===== src/rtl/stepdiv_top.sv =====
module stepdiv_counter #(
  parameter int W = 8
) (
  input  logic         clk_i,
  input  logic         rst_i,
  input  logic         clr_i,
  input  logic         en_i,
  input  logic [W-1:0] step_i,
  output logic [W-1:0] q_o
);
  always_ff @(posedge clk_i) begin
    if (rst_i || clr_i) q_o <= '0;
    else if (en_i)      q_o <= q_o + step_i;
  end
endmodule

module stepdiv_top #(
  parameter int W    = 8,
  parameter int TERM = 9
) (
  input  logic         clk_i,
  input  logic         rst_i,
  input  logic         cnt_en_i,
  input  logic [W-1:0] step_i,
  output logic [W-1:0] count_o,
  input  logic         div_en_i,
  output logic         tick_o,
  output logic         clk_o
);
  localparam int DW = (TERM < 1) ? 1 : $clog2(TERM + 1);

  logic [DW-1:0] phase;
  logic          wrap;

  stepdiv_counter #(.W(W)) u_main (
    .clk_i  (clk_i),
    .rst_i  (rst_i),
    .clr_i  (1'b0),
    .en_i   (cnt_en_i),
    .step_i (step_i),
    .q_o    (count_o)
  );

  stepdiv_counter #(.W(DW)) u_div (
    .clk_i  (clk_i),
    .rst_i  (rst_i),
    .clr_i  (wrap),
    .en_i   (div_en_i),
    .step_i (DW'(1)),
    .q_o    (phase)
  );

  assign wrap = div_en_i && (phase == DW'(TERM));

  always_ff @(posedge clk_i) begin
    if (rst_i) begin
      tick_o <= 1'b0;
      clk_o  <= 1'b0;
    end else begin
      tick_o <= wrap;
      if (wrap) clk_o <= ~clk_o;
    end
  end
endmodule


===== config.mk =====
export PLATFORM = sky130hd
export DESIGN_NAME = stepdiv_top
export DESIGN_NICKNAME = d
export VERILOG_FILES = /design/src/rtl/stepdiv_top.sv
export SDC_FILE = /design/constraint.sdc
export NUM_CORES = 1
export LEC_CHECK = 0
export BUFFER_PORTS_ARGS = -buffer_cell sky130_fd_sc_hd__buf_2
export CORE_AREA = 2 2 44 46
export DETAILED_ROUTE_END_ITERATION = 10
export DIE_AREA = 0 0 46 48
export MAX_ROUTING_LAYER = met4
export PLACE_DENSITY = 0.83
export SLEW_MARGIN = 20
export SYNTH_ARGS = -nofsm -noshare
export SYNTH_HDL_FRONTEND = slang
export SYNTH_SLANG_ARGS = --single-unit

===== constraint.sdc =====
create_clock -name clk_i -period 3.3 [get_ports clk_i]
set_clock_uncertainty 0.05 [all_clocks]
set_input_delay 0 -clock clk_i [delete_from_list [all_inputs] [get_ports clk_i]]
set_output_delay 0 -clock clk_i [all_outputs]
set_load 0.005 [all_outputs]

==> impl_results.md <==
- EDFF count, synth: 0
- Maxcap violations: 0
- Critical Path Sink Type: register
- Synthesis-to-layout area growth: 19.72%
- Die Span X: 46 um
- Num CTS Buffers: 3
- ANT cells: 0
- Placed Area: 999.7 um^2
- Worst Path Class, Setup: register to register
- Dpl ws: 1.466 ns
- CTS root buf: clkbuf_4
- Post-synth net total: 121
- Total Neg Setup Slack: 0 ns
- Global-route wire length before repair: 2642 um
- Core Rows: 15
- Most common cell after layout, fill and taps aside: buf_2
- Fin crit share: 0.5609
- Most frequent cells in the layout: buf_2, dfxtp_1, nor2_1, ha_1, nand2_1
- Crit path time final: 1.851 ns
- Cell Chain, Critical Path: ha_1, inv_1, fa_1, nor2b_1, o21a_1, o21bai_1, a211o_1, nand3_1
- CP arrival: 2.03 ns
- Layout net count: 147
- H-tree lvl count: 1
- RePlAce Congestion: 0.8503
- Routed Antenna Nets: 0
- Mapped Area: 882.1 um^2
- Height of the die: 48 um
- Total Routing Usage GR: 0.1763
- RSZ-0062 raised after global routing: false
- Final Util: 0.6252
- Antenna violations before repair: 0
- Leakage: 0.4877 nW
- Most common flop cell mapped by yosys: dfxtp_1
- CTS sink cnt: 14
- Vias: 783
- Drt total wl: 1620 um
- Critical path peak fanout: 3
- Final Hold Fails: 0
- #FFs+latches synth: 14
- Slowest stage delay, CP: 0.41 ns
- Via density: 5.553
- F_max: 0.5402 GHz
- Routed len/inst: 11.49 um
- Startpoint Class: register
- Number of global-route vias before repair: 678
- CTS resizes: 0
- Ys async rst share: 0
- Share of layout cells above drive strength 1: 0.2258
- Core area: 1689 um^2
- Synth warnings: 0
- Clock Tree Buf Depth: 2
- HP Class: input port to register
- Drc violations: 0
- Starting Density: 0.5222
- Pre-antenna DRT Iters: 4
- I/O Pins: 22
- Port Buffers: 21
- Die footprint: 2208 um^2
- Final worst slack: 1.449 ns
- Status: finished clean
- Dpl hpwl: 1290 um
- Clock transition at path regs: 0.08 ns
- Cells after Synth: 99
- Setup violations, final: 0
- Clk_lat worst skew: 0.28 ns
- Max-slew violations: 0
- Iter 0 DRT Violations: 8
- Gr ovfl total: 0
- Netlist cell types: 33
- Worst path slowest cell: fa_1
- Post-route total power: 0.0004534 W
- Mean Syn Cell Area: 8.910 um^2
- Seq/Total Area, Yosys: 0.3177
- Slew HR: 0.8028
- Max IR drop VDD: 0.2165 mV
- CTS tree: yes
- CP Data Required Time: 3.48 ns
- Largest net degree at the start of global routing: 17
- Pwr/cell area: 429.4 nW/um^2
- Fin area: 1056 um^2
- Worst-Margin Slew: 0.2959 ns
==> report_power, final <==
group / total (W) / switching (W) / internal [W]
registers: 0.000197 / 0.0000124 / 0.000185
logic: 0.000133 / 0.0000673 / 0.0000654
clock network: 0.000124 / 0.0000564 / 0.0000672
total: 0.000453 / 0.000136 / 0.000317
==> area by class of cell <==
type                            instances  area (um^2)
Clock buffer                            4        36.28
Fill cell                             157        633.1
Inverter                                5        18.77
Multi-Input combinational cell         78        574.3
Sequential cell                        14        280.3
Tap cell                               17        21.27
Timing Repair Buffer                   23        125.1
==> flip-flops by register name (all words and copies together), names as in the netlist <==
signal,cells
clk_o,1
tick_o,1
u_div.q_o,4
u_main.q_o,8
==> worst max-delay path: cells and delay by family, from the launching register on <==
family / cells / cell delay, ns
compound gates: 3 / 0.52
fa+ha+maj: 2 / 0.62
buf+inv: 1 / 0.07
flops: 1 / 0.35
simple gates: 2 / 0.20
==> Yosys cell counts (all sizes together) (3+ instances only) <==
library cell / instances / area share
a21oi: 4 / 0.023
dfxtp: 14 / 0.32
a211oi: 3 / 0.031
xor2: 3 / 0.030
nor3: 4 / 0.028
ha: 9 / 0.13
nand2b: 5 / 0.035
inv: 5 / 0.021
o21ai: 3 / 0.017
nand3: 3 / 0.017
mux2i: 4 / 0.045
xnor2: 3 / 0.030
nand2: 6 / 0.026
nor2: 11 / 0.047
==> final timing paths <==
kind,slack (ns),start,cells past startpoint,endpoint
max,1.45,u_main.q_o[0],8,u_main.q_o[6]
max reg2reg,1.45,u_main.q_o[0],8,u_main.q_o[6]
min,0.04,step_i[0],4,u_main.q_o[0]
min reg2reg,0.44,u_main.q_o[4],2,u_main.q_o[4]
==> per-layer routing <==
metal  track usage  routed length (um)
met1        0.1900                 739
met2        0.2889                 760
met3       0.06038                 104
met4       0.08571                  15
met5             -                   0
==> logic make-up (layout without fill, tap and decap cells) <==
logic type	after synthesis	count (layout)	synth area share
multiplexers	4	4	0.04539
adder cells (fa/ha/maj)	10	10	0.1504
XOR/XNOR	6	6	0.05959
AO/OA/AOI/OAI	19	19	0.1546
AND/OR/NAND/NOR	39	39	0.2411
buffers and inverters	7	32	0.03120
flip-flops	14	14	0.3177
==> per-stage QoR <==
stage	std cells	hold slack, ns
6_report	141	0.03892
5_1_grt	141	0.07542
4_1_cts	141	0.03526
3_5_place_dp	135	0.2214
3_3_place_gp	135	0.2178
2_1_floorplan	99	0.04458
==> repair_timing <==
action                                 in CTS  in global routing
setup buffers                               0                  0
endpoints found under the hold margin       4                  0
hold buffers                                2                  0
(Power assumes the default switching activity.)
